## src/rtl/spi_nand_pkg.sv

```systemverilog
package spi_nand_pkg;
  localparam int BYTE_W = 8;

  localparam logic [BYTE_W-1:0] OP_WR_MULTI = 8'h08;
  localparam logic [BYTE_W-1:0] OP_WR_CTRL  = 8'h09;
  localparam logic [BYTE_W-1:0] OP_RD_MULTI = 8'h0A;
  localparam logic [BYTE_W-1:0] OP_RD_FAST  = 8'h0B;

  localparam int CB_CE_N = 7;
  localparam int CB_CLE  = 6;
  localparam int CB_ALE  = 5;
  localparam int CB_FAN  = 4;
  localparam int LED_N_W = 4;

  typedef enum logic [2:0] {
    PH_CMD,
    PH_WDATA,
    PH_CTRL,
    PH_IDLE,
    PH_RDATA,
    PH_SINK
  } phase_e;

  typedef enum logic [2:0] {
    ST_IDLE,
    ST_WSET,
    ST_WLOW,
    ST_WHOLD,
    ST_RLOW,
    ST_RREC
  } strobe_e;
endpackage

```

## src/rtl/spi_nand_sync.sv

```systemverilog
module spi_nand_sync #(
  parameter int WIDTH = 4,
  parameter int STAGES = 2,
  parameter logic [WIDTH-1:0] RST_VAL = '0
) (
  input  logic             clk,
  input  logic             rst,
  input  logic [WIDTH-1:0] d,
  output logic [WIDTH-1:0] q
);
  logic [WIDTH-1:0] stg [STAGES];

  for (genvar g = 0; g < STAGES; g++) begin : g_stage
    if (g == 0) begin : g_first
      always_ff @(posedge clk) begin
        if (rst) stg[g] <= RST_VAL;
        else     stg[g] <= d;
      end
    end else begin : g_next
      always_ff @(posedge clk) begin
        if (rst) stg[g] <= RST_VAL;
        else     stg[g] <= stg[g-1];
      end
    end
  end

  assign q = stg[STAGES-1];
endmodule

```

## src/rtl/spi_nand_shifter.sv

```systemverilog
module spi_nand_shifter
  import spi_nand_pkg::*;
#(
  parameter int SYNC_STAGES = 2
) (
  input  logic              clk,
  input  logic              rst,
  input  logic              sck,
  input  logic              cs_n,
  input  logic              mosi,
  input  logic              mosi2,
  input  logic              dual_en,
  input  logic              tx_load,
  input  logic [BYTE_W-1:0] tx_byte,
  output logic [BYTE_W-1:0] rx_byte,
  output logic              rx_valid,
  output logic              slot_start,
  output logic              frame_active,
  output logic              miso
);
  localparam int CNT_W = $clog2(BYTE_W) + 1;

  logic [3:0] raw_in, syn;
  logic cs_s, sck_s, mosi_s, mosi2_s, sck_q;
  logic rise, fall;
  logic [CNT_W-1:0] bit_cnt, cnt_nxt;
  logic [BYTE_W-1:0] rx_sr, sr_nxt, tx_sr;

  assign raw_in = {cs_n, sck, mosi, mosi2};

  spi_nand_sync #(.WIDTH(4), .STAGES(SYNC_STAGES), .RST_VAL(4'b1100)) u_sync (
    .clk(clk), .rst(rst), .d(raw_in), .q(syn)
  );

  assign {cs_s, sck_s, mosi_s, mosi2_s} = syn;
  assign frame_active = !cs_s;
  assign rise = frame_active && sck_s && !sck_q;
  assign fall = frame_active && !sck_s && sck_q;

  always_comb begin
    if (dual_en) begin
      sr_nxt  = {rx_sr[BYTE_W-3:0], mosi_s, mosi2_s};
      cnt_nxt = bit_cnt + CNT_W'(2);
    end else begin
      sr_nxt  = {rx_sr[BYTE_W-2:0], mosi_s};
      cnt_nxt = bit_cnt + CNT_W'(1);
    end
  end

  always_ff @(posedge clk) begin
    if (rst) begin
      sck_q <= 1'b1;
    end else begin
      sck_q <= sck_s;
    end
  end

  always_ff @(posedge clk) begin
    rx_valid   <= 1'b0;
    slot_start <= 1'b0;
    if (rst || !frame_active) begin
      bit_cnt <= '0;
      rx_sr   <= '0;
      rx_byte <= '0;
      tx_sr   <= '0;
    end else begin
      if (rise) begin
        if (cnt_nxt == CNT_W'(BYTE_W)) begin
          bit_cnt  <= '0;
          rx_byte  <= sr_nxt;
          rx_valid <= 1'b1;
        end else begin
          bit_cnt <= cnt_nxt;
        end
        rx_sr <= sr_nxt;
      end
      if (fall && bit_cnt == '0) begin
        slot_start <= 1'b1;
      end
      if (tx_load) begin
        tx_sr <= tx_byte;
      end else if (fall && bit_cnt != '0) begin
        tx_sr <= dual_en ? {tx_sr[BYTE_W-3:0], 2'b00} : {tx_sr[BYTE_W-2:0], 1'b0};
      end
    end
  end

  assign miso = tx_sr[BYTE_W-1];


  dual_align_chk: assert property (@(posedge clk) disable iff (rst)
    (rise && dual_en) |-> (bit_cnt[0] == 1'b0));


  no_edge_idle_chk: assert property (@(posedge clk) disable iff (rst)
    !frame_active |=> (bit_cnt == '0) && !rx_valid && !slot_start);
endmodule

```

## src/rtl/spi_nand_strobe.sv

```systemverilog
module spi_nand_strobe
  import spi_nand_pkg::*;
#(
  parameter int PULSE_W = 2
) (
  input  logic              clk,
  input  logic              rst,
  input  logic              wr_req,
  input  logic [BYTE_W-1:0] wr_data,
  input  logic              rd_req,
  input  logic [BYTE_W-1:0] dq_in,
  output logic [BYTE_W-1:0] dq_out,
  output logic              dq_oe,
  output logic              we_n,
  output logic              re_n,
  output logic [BYTE_W-1:0] rd_data,
  output logic              rd_done,
  output logic              busy
);
  localparam int CNT_W = $clog2(PULSE_W + 1);
  localparam logic [CNT_W-1:0] LAST = CNT_W'(PULSE_W - 1);

  strobe_e st, st_nxt;
  logic [CNT_W-1:0] cnt;

  always_comb begin
    st_nxt = st;
    case (st)
      ST_IDLE:  if (wr_req) st_nxt = ST_WSET;
                else if (rd_req) st_nxt = ST_RLOW;
      ST_WSET:  st_nxt = ST_WLOW;
      ST_WLOW:  if (cnt == LAST) st_nxt = ST_WHOLD;
      ST_WHOLD: st_nxt = ST_IDLE;
      ST_RLOW:  if (cnt == LAST) st_nxt = ST_RREC;
      ST_RREC:  st_nxt = ST_IDLE;
      default:  st_nxt = ST_IDLE;
    endcase
  end

  always_ff @(posedge clk) begin
    rd_done <= 1'b0;
    if (rst) begin
      st      <= ST_IDLE;
      cnt     <= '0;
      dq_out  <= '0;
      dq_oe   <= 1'b0;
      we_n    <= 1'b1;
      re_n    <= 1'b1;
      rd_data <= '0;
    end else begin
      st    <= st_nxt;
      cnt   <= (st_nxt != st) ? '0 : cnt + CNT_W'(1);
      we_n  <= (st_nxt != ST_WLOW);
      re_n  <= (st_nxt != ST_RLOW);
      dq_oe <= (st_nxt == ST_WSET) || (st_nxt == ST_WLOW) || (st_nxt == ST_WHOLD);
      if (st == ST_IDLE && wr_req) dq_out <= wr_data;
      if (st == ST_RLOW && cnt == LAST) begin
        rd_data <= dq_in;
        rd_done <= 1'b1;
      end
    end
  end

  assign busy = (st != ST_IDLE);

  logic [CNT_W-1:0] wlen, rlen;
  always_ff @(posedge clk) begin
    if (rst) begin
      wlen <= '0;
      rlen <= '0;
    end else begin
      wlen <= we_n ? '0 : ((wlen == CNT_W'(PULSE_W)) ? wlen : wlen + CNT_W'(1));
      rlen <= re_n ? '0 : ((rlen == CNT_W'(PULSE_W)) ? rlen : rlen + CNT_W'(1));
    end
  end


  we_width_chk: assert property (@(posedge clk) disable iff (rst)
    $rose(we_n) |-> (wlen >= CNT_W'(PULSE_W)));


  we_hold_chk: assert property (@(posedge clk) disable iff (rst)
    $rose(we_n) |-> (dq_oe && $stable(dq_out)));


  re_width_chk: assert property (@(posedge clk) disable iff (rst)
    $rose(re_n) |-> (rlen >= CNT_W'(PULSE_W)));


  re_no_drive_chk: assert property (@(posedge clk) disable iff (rst)
    !re_n |-> (!dq_oe && we_n));
endmodule

```

## src/rtl/spi_nand_ctrl.sv

```systemverilog
module spi_nand_ctrl
  import spi_nand_pkg::*;
#(
  parameter logic [BYTE_W-1:0] CTRL_RST = 8'h8F,
  parameter int MULTI_IDLE = 1,
  parameter int FAST_IDLE = 4
) (
  input  logic              clk,
  input  logic              rst,
  input  logic [BYTE_W-1:0] rx_byte,
  input  logic              rx_valid,
  input  logic              slot_start,
  input  logic              frame_active,
  input  logic              seq_busy,
  input  logic              rd_done,
  input  logic [BYTE_W-1:0] rd_data,
  output logic              dual_en,
  output logic              tx_load,
  output logic [BYTE_W-1:0] tx_byte,
  output logic              wr_req,
  output logic [BYTE_W-1:0] wr_data,
  output logic              rd_req,
  output logic [BYTE_W-1:0] ctrl_byte
);
  localparam int IDLE_W = $clog2(FAST_IDLE + 1);

  phase_e phase;
  logic [IDLE_W-1:0] idle_left;
  logic [BYTE_W-1:0] pend;
  logic pend_vld, rd_wait;

  always_ff @(posedge clk) begin
    tx_load <= 1'b0;
    wr_req  <= 1'b0;
    rd_req  <= 1'b0;
    if (rst) begin
      phase     <= PH_CMD;
      idle_left <= '0;
      pend      <= '0;
      pend_vld  <= 1'b0;
      rd_wait   <= 1'b0;
      tx_byte   <= '0;
      wr_data   <= '0;
      ctrl_byte <= CTRL_RST;
    end else if (!frame_active) begin
      phase    <= PH_CMD;
      pend_vld <= 1'b0;
      rd_wait  <= 1'b0;
    end else begin
      if (rx_valid) begin
        case (phase)
          PH_CMD: begin
            case (rx_byte)
              OP_WR_MULTI: phase <= PH_WDATA;
              OP_WR_CTRL:  phase <= PH_CTRL;
              OP_RD_MULTI: begin
                phase     <= PH_IDLE;
                idle_left <= IDLE_W'(MULTI_IDLE);
              end
              OP_RD_FAST: begin
                phase     <= PH_IDLE;
                idle_left <= IDLE_W'(FAST_IDLE);
              end
              default: phase <= PH_SINK;
            endcase
          end
          PH_WDATA: begin
            pend     <= rx_byte;
            pend_vld <= 1'b1;
          end
          PH_CTRL: begin
            ctrl_byte <= rx_byte;
            phase     <= PH_SINK;
          end
          PH_IDLE: begin
            idle_left <= idle_left - IDLE_W'(1);
            if (idle_left == IDLE_W'(1)) phase <= PH_RDATA;
          end
          default: ;
        endcase
      end
      if (slot_start) begin
        case (phase)
          PH_WDATA: begin
            tx_load <= 1'b1;
            tx_byte <= pend_vld ? pend : '0;
            if (pend_vld) begin
              wr_req  <= 1'b1;
              wr_data <= pend;
            end
          end
          PH_RDATA: begin
            rd_req  <= 1'b1;
            rd_wait <= 1'b1;
          end
          default: begin
            tx_load <= 1'b1;
            tx_byte <= '0;
          end
        endcase
      end
      if (rd_done && rd_wait) begin
        tx_load <= 1'b1;
        tx_byte <= rd_data;
        rd_wait <= 1'b0;
      end
    end
  end

  assign dual_en = (phase == PH_WDATA);


  abort_to_cmd_chk: assert property (@(posedge clk) disable iff (rst)
    !frame_active |=> (phase == PH_CMD));


  sink_quiet_chk: assert property (@(posedge clk) disable iff (rst)
    (phase == PH_SINK) |-> (!wr_req && !rd_req));


  req_when_free_chk: assert property (@(posedge clk) disable iff (rst)
    (wr_req || rd_req) |-> !seq_busy);


  ctrl_frozen_chk: assert property (@(posedge clk) disable iff (rst)
    (phase != PH_CTRL) |=> $stable(ctrl_byte));
endmodule

```

## src/rtl/spi_nand_bridge.sv

```systemverilog
module spi_nand_bridge
  import spi_nand_pkg::*;
#(
  parameter int PULSE_W = 2,
  parameter int SYNC_STAGES = 2,
  parameter logic [7:0] CTRL_RST = 8'h8F
) (
  input  logic       clk,
  input  logic       rst,
  input  logic       spi_cs_n,
  input  logic       spi_sck,
  input  logic       spi_mosi,
  input  logic       spi_mosi2,
  output logic       spi_miso,
  input  logic [7:0] nand_dq_in,
  output logic [7:0] nand_dq_out,
  output logic       nand_dq_oe,
  output logic       nand_ce_n,
  output logic       nand_cle,
  output logic       nand_ale,
  output logic       nand_we_n,
  output logic       nand_re_n,
  output logic       fan_en,
  output logic [3:0] led_n
);
  logic [BYTE_W-1:0] rx_byte, tx_byte, wr_data, rd_data, ctrl_byte;
  logic rx_valid, slot_start, frame_active, dual_en, tx_load;
  logic wr_req, rd_req, rd_done, seq_busy;

  spi_nand_shifter #(.SYNC_STAGES(SYNC_STAGES)) u_shift (
    .clk(clk), .rst(rst), .sck(spi_sck), .cs_n(spi_cs_n),
    .mosi(spi_mosi), .mosi2(spi_mosi2), .dual_en(dual_en),
    .tx_load(tx_load), .tx_byte(tx_byte), .rx_byte(rx_byte),
    .rx_valid(rx_valid), .slot_start(slot_start),
    .frame_active(frame_active), .miso(spi_miso)
  );

  spi_nand_ctrl #(.CTRL_RST(CTRL_RST)) u_ctrl (
    .clk(clk), .rst(rst), .rx_byte(rx_byte), .rx_valid(rx_valid),
    .slot_start(slot_start), .frame_active(frame_active),
    .seq_busy(seq_busy), .rd_done(rd_done), .rd_data(rd_data),
    .dual_en(dual_en), .tx_load(tx_load), .tx_byte(tx_byte),
    .wr_req(wr_req), .wr_data(wr_data), .rd_req(rd_req),
    .ctrl_byte(ctrl_byte)
  );

  spi_nand_strobe #(.PULSE_W(PULSE_W)) u_strobe (
    .clk(clk), .rst(rst), .wr_req(wr_req), .wr_data(wr_data),
    .rd_req(rd_req), .dq_in(nand_dq_in), .dq_out(nand_dq_out),
    .dq_oe(nand_dq_oe), .we_n(nand_we_n), .re_n(nand_re_n),
    .rd_data(rd_data), .rd_done(rd_done), .busy(seq_busy)
  );

  assign nand_ce_n = ctrl_byte[CB_CE_N];
  assign nand_cle  = ctrl_byte[CB_CLE];
  assign nand_ale  = ctrl_byte[CB_ALE];
  assign fan_en    = ctrl_byte[CB_FAN];
  assign led_n     = ctrl_byte[LED_N_W-1:0];


  reset_ctrl_chk: assert property (@(posedge clk)
    $past(rst) |-> (ctrl_byte == CTRL_RST && nand_we_n && nand_re_n && !nand_dq_oe));
endmodule

```

## config.mk

```make
export PLATFORM = sky130hd
export DESIGN_NAME = spi_nand_bridge
export DESIGN_NICKNAME = d
export VERILOG_FILES = /design/src/rtl/spi_nand_pkg.sv /design/src/rtl/spi_nand_sync.sv /design/src/rtl/spi_nand_shifter.sv /design/src/rtl/spi_nand_strobe.sv /design/src/rtl/spi_nand_ctrl.sv /design/src/rtl/spi_nand_bridge.sv
export SDC_FILE = /design/constraint.sdc
export NUM_CORES = 1
export LEC_CHECK = 0
export CORE_MARGIN = 5
export CORE_UTILIZATION = 55
export DETAILED_ROUTE_END_ITERATION = 8
export DONT_BUFFER_PORTS = 1
export PLACE_DENSITY = 0.76
export SLEW_MARGIN = 20
export SYNTH_ARGS = -nofsm -noshare
export SYNTH_HDL_FRONTEND = slang
export SYNTH_SLANG_ARGS = --single-unit
```

## constraint.sdc

```tcl
create_clock -name clk -period 5.9 [get_ports clk]
set_input_delay 0.885 -clock clk [delete_from_list [all_inputs] [get_ports clk]]
set_output_delay 0.885 -clock clk [all_outputs]
set_load 0.005 [all_outputs]
```

* Word-level counts from Yosys, hierarchy flattened
Memory sizes are Yosys's and may differ from the RTL's. Index checks and enable logic that the tools add are counted.
Cells by class: add/subtract/negate cells 4, multipliers 0, divide/modulo/power cells 0, magnitude comparators 0, equality and inequality tests 23, shifts and indexed selects 0, mux-type cells 33, bitwise operators 6, reductions and logical operators 39
Operators by type and width (count):
- $mux W8 | 7
- $eq A8 B4 Y1 const B | 4
- $pmux W3 S3 | 2
- $mux W4 | 4
- $pmux W8 S2 | 1
- $eq A3 B2 Y1 const B | 5
- $mux W3 | 5
- $eq A3 B1 Y1 const B | 4
- $pmux W3 S2 | 2
- $pmux W3 S4 | 1
- $reduce_and A3 Y1 | 4
- $mux W1 | 11
- $logic_and A1 B1 Y1 | 9
- $reduce_and A4 Y1 | 2
- $reduce_or A2 Y1 | 4
- $eq A3 B3 Y1 const B | 2
- $logic_not A3 Y1 | 2
- $reduce_and A2 Y1 | 3
- $reduce_bool A2 Y1 | 3
- $reduce_or A3 Y1 | 2
- $add A4 B1 Y4 const B | 1
- $add A4 B2 Y4 const B | 1
- $eq A4 B4 Y1 const B | 1
- $logic_not A4 Y1 | 1
- 15 further kinds | 24
Word-level totals: register bits after elaboration 98, latch bits 0, RAM bits 8, bits in read-only memories 0, output and inout port bits 20, memories kept 1
Memories:
- u_shift.u_sync.stg | words 2, width 4, rd ports 2, clocked after Yosys merged registers in 0, wr ports 2, line spi_nand_sync.sv:11 | logic [WIDTH-1:0] stg [STAGES];

* Logic depth before layout (Yosys ltp)
depth after elaboration 6, gate-level depth with buffers 7, gate-level depth less buffers 6

* By module
Synthesis repeated with hierarchy kept, for this count alone.
Second synthesis, totals: cells, all modules 489, area, all modules 4608.2 µm²
By module, submodules not included:
- spi_nand_ctrl | instances 1, cells an instance 194, area each 1879.3 µm², sequential area each 860.8 µm²
- spi_nand_shifter | instances 1, cells an instance 165, area each 1539.0 µm², sequential area each 600.6 µm²
- spi_nand_strobe | instances 1, cells an instance 114, area each 979.7 µm², sequential area each 500.5 µm²
- spi_nand_sync | instances 1, cells an instance 16, area each 210.2 µm², sequential area each 160.2 µm²

* Worst setup path after synthesis
No wires, ideal clock.
kind input port to flip-flop, from input port rst, to register u_ctrl.ctrl_byte[5], arrival 1.800 ns, data required time 5.772 ns, slack 3.972 ns, stages on the path 4, path buffers 3, cells stage by stage clkbuf_1 -> clkbuf_1 -> clkbuf_1 -> nor2_1
RTL lines:
- from (decl) | line spi_nand_bridge.sv:9 | input logic rst,
- to (signal assigned) | line spi_nand_ctrl.sv:72 | ctrl_byte <= rx_byte;
- to (decl) | line spi_nand_ctrl.sv:23 | output logic [BYTE_W-1:0] ctrl_byte
No word-level cell between the ends.

* Final worst setup path
from register u_shift.bit_cnt[0], to register u_shift.tx_sr[1]
On the way: longest elaborated chain between the ends 3
Ends and longest elaborated chain:
- from (decl) | line spi_nand_shifter.sv:26 | logic [CNT_W-1:0] bit_cnt, cnt_nxt;
- from (signal assigned) | line spi_nand_shifter.sv:73 | bit_cnt <= cnt_nxt;
- $reduce_bool A4 Y1 | line spi_nand_shifter.sv:82 | end else if (fall && bit_cnt != '0) begin
- $logic_and A1 B1 Y1 | line spi_nand_shifter.sv:82
- $reduce_bool A2 Y1 (no line)
- to (signal assigned) | line spi_nand_shifter.sv:81 | tx_sr <= tx_byte;
- to (signal assigned) | line spi_nand_shifter.sv:83 | tx_sr <= dual_en ? {tx_sr[BYTE_W-3:0], 2'b00} : {tx_sr[BYTE_W-2:0], 1'b0};
- to (decl) | line spi_nand_shifter.sv:27 | logic [BYTE_W-1:0] rx_sr, sr_nxt, tx_sr;
Every way passes these cells. A chain may end at the register's enable or synchronous reset.

==> flow_summary.ini <==
[synth]
synthArstFlopShare = 0
synth_ff_type = dfxtp_1
synth_cell_types = 59
yosys.area.top_type = dfxtp_1
synth_top_area_frac = 0.4720
synth_edf_count = 0
synth_seq_cells = 106
syn-cell-area_sq_um = 4496
syn_nets = 518
seq_area_frac_synth = 0.4720
yosys-top-cells-area = dfxtp_1, nand2_1, a21oi_1
avgSynthCellArea_sq_um = 9.027
syn_inst = 498
synth_warnings = 0

[final_layout]
area_growth_pct = 5.371
drive_above_1_share = 0.1014
fin_util = 0.5853
instances_no_fill = 588
nets = 498
antenna_cells = 0

[cts]
cts_max_level = 3
holdBufCountCts = 0
cts_buffer_depth = 2
clk_pin_slew_ns = 0.11
clock_sinks = 106
post-cts-setup-buffers = 0
cts-buffers-inserted = 9
cts-root-buf = clkbuf_8
insertion_delay_ns = 0.38
cts_resized = 0
cts_tree = built

[global_routing]
use_met1 = 0.2528
grt_pass1_wl_microns = 15960
grt_pass1_vias = 3354
grt_antenna_before_repair = 0
grt_max_degree = 65
grtUsageMet3 = 0.04656
grt_use_total = 0.1962
top_usage_layer = met2
use_met2 = 0.3252
gr-total-overflow = 0

[sta]
rsz0062_at_grt = false
hold_viol_final = 0
tns_ns = 0
finalMaxSlewViolations = 0
finalCriticalPeriod_ns = 2.218
setup_viol = 0
slew_headroom = 0.3575
fin_crit_sh = 0.3760
setup_slack_ns = 3.682
worst_pin_slew_ns = 0.9612
fmax_ghz = 0.4508
fin_worst_skew_ns = 0.01400

[worst_setup_path]
required_ns = 6.19
crit_path_top_delay_cell = nor4b_2
endpoint_kind = flop
cp_cell_sequence = inv_1, ha_1, nor3b_1, nor4b_2, mux2i_1, a211oi_1
cp.arrival_ns = 2.51
cp-start-kind = flop
r2r_slack_ns = 3.68
cp_top_family = simple AND/OR/NAND/NOR gates
crit_buf_inv = 1
cpPeakStageDelay_ns = 0.80
worst-setup-path-type = flop to flop
cp_max_fo = 14

[placed_design]
dp.cells = 572
io_buffers = 0
place_congestion = 0.8465
pre_cts_slack_ns = 3.418
dp_hpwl_microns = 6586

[detailed_routing]
dr.pass1.iters = 6
ant_nets = 0
wirelength_microns = 9478
drc = 0
drt_iter0_markers = 239
viasPerCell = 5.879
wl_per_cell_microns = 16.12
num_vias = 3457

[floorplanning]
io_pins = 34
rows = 33
die-area_sq_um = 10080
coreArea_sq_um = 8093
chipHeight_microns = 100.4
fp.dieW_microns = 100.4
start_util = 0.5555

[outcome]
status = finished, final reports clean

[worst_hold_path]
hp-class = flop to flop

[power]
power.density_nw_per_um2 = 258.7
max-vdd-ir-drop_uv = 205.5
power_mw = 1.226
p_leak_nw = 1.612

[job]
drv_cap = 0
-- cells in the mapped netlist, types with 3 or more instances --
| master | instances |
|---|---|
| a211o_1 | 4 |
| a211oi_1 | 4 |
| a21oi_1 | 45 |
| a22o_1 | 9 |
| a311oi_1 | 8 |
| a32oi_1 | 8 |
| and3_1 | 8 |
| buf_2 | 3 |
| clkbuf_1 | 24 |
| dfxtp_1 | 106 |
| ha_1 | 6 |
| inv_1 | 11 |
| mux2_2 | 9 |
| mux2i_1 | 22 |
| nand2_1 | 82 |
| nand3_1 | 12 |
| nand3b_1 | 6 |
| nor2_1 | 31 |
| nor2b_1 | 13 |
| nor3_1 | 6 |
| nor3b_1 | 5 |
| nor4b_1 | 3 |
| o21ai_0 | 17 |
| o31ai_1 | 6 |
| or2_2 | 6 |
| or3b_2 | 3 |
-- metal layers --
layer / share of wire / routed length, microns
met4: 0.014 / 128
met3: 0.052 / 497
met5: 0 / 0
met2: 0.49 / 4627
met1: 0.45 / 4225
-- cell usage in the layout (no fill, tap or decap), types with 2 or more instances in the layout --
| cell | instances |
|---|---|
| a311oi_1 | 8 |
| or3b_2 | 3 |
| or2_2 | 6 |
| mux2i_1 | 22 |
| a22o_1 | 9 |
| xnor2_1 | 2 |
| a32oi_1 | 8 |
| nor3_1 | 6 |
| and3_1 | 8 |
| nand2b_1 | 2 |
| a211oi_1 | 4 |
| and2b_2 | 2 |
| inv_1 | 11 |
| dfxtp_1 | 106 |
| clkinv_8 | 3 |
| o21ai_0 | 17 |
| ha_1 | 6 |
| a21oi_1 | 45 |
| nor3b_1 | 5 |
| mux2_2 | 9 |
| clkbuf_8 | 9 |
| nand3_1 | 12 |
| nand2_1 | 82 |
| a211o_1 | 4 |
| nor4b_1 | 2 |
| o31ai_1 | 6 |
| inv_6 | 2 |
| o41ai_1 | 2 |
| nor2b_1 | 13 |
| nand3b_1 | 6 |
| nor2_1 | 31 |
-- worst register-to-register path: stages (launching register included) --
cell,delay (ns)
dfxtp_1,0.45
inv_1,0.09
ha_1,0.20
nor3b_1,0.15
nor4b_2,0.80
mux2i_1,0.19
a211oi_1,0.26
-- through the flow --
stage,cell area [sq um],hold WS (ns)
CTS,4731,0.4249
finish,4737,0.4209
global placement,4493,0.3931
detailed placement,4499,0.3987
floorplan,4496,0.3895
global route,4737,0.4374
-- power breakdown --
group          internal (mW)  switching, mW
registers              0.719        0.00318
clock network          0.213          0.277
logic                0.00527        0.00858
total                  0.937          0.288
-- cells by family after synthesis --
logic type      share of synthesized area
simple gates                       0.2254
buf+inv                           0.04286
compound gates                     0.1676
flops                              0.4720
mux                               0.07153
fa+ha+maj                         0.01670
xor+xnor                         0.003897
-- layout make-up --
| cell class | count | area, sq um |
|---|---|---|
| Clock inverter | 7 | 107.6 |
| Sequential cell | 106 | 2122 |
| Fill cell | 721 | 3356 |
| Timing Repair Buffer | 1 | 7.507 |
| Inverter | 12 | 45.04 |
| Tap cell | 105 | 131.4 |
| Clock buffer | 9 | 123.9 |
| Multi-Input combinational cell | 348 | 2200 |
-- worst paths after layout --
path,depth (start not counted),start,end
worst max-delay path,6,u_shift.bit_cnt[0],u_shift.tx_sr[1]
worst min register to register,1,u_shift.u_sync.stg[0][2],u_shift.u_sync.stg[1][2]
worst min-delay path,1,u_shift.u_sync.stg[0][2],u_shift.u_sync.stg[1][2]
worst max register to register,6,u_shift.bit_cnt[0],u_shift.tx_sr[1]
-- state kept, by name, summed over array words and instances, names as in the netlist, 4 cells and up --
register,cells
u_ctrl.ctrl_byte,8
u_strobe.dq_out,8
u_strobe.rd_data,8
u_shift.tx_sr,8
u_shift.rx_byte,8
u_shift.rx_sr,7
u_ctrl.pend,8
u_ctrl.tx_byte,8
u_ctrl.wr_data,8
u_shift.bit_cnt,4
u_shift.u_sync.stg,8
Power figures use the tool's default switching activity.
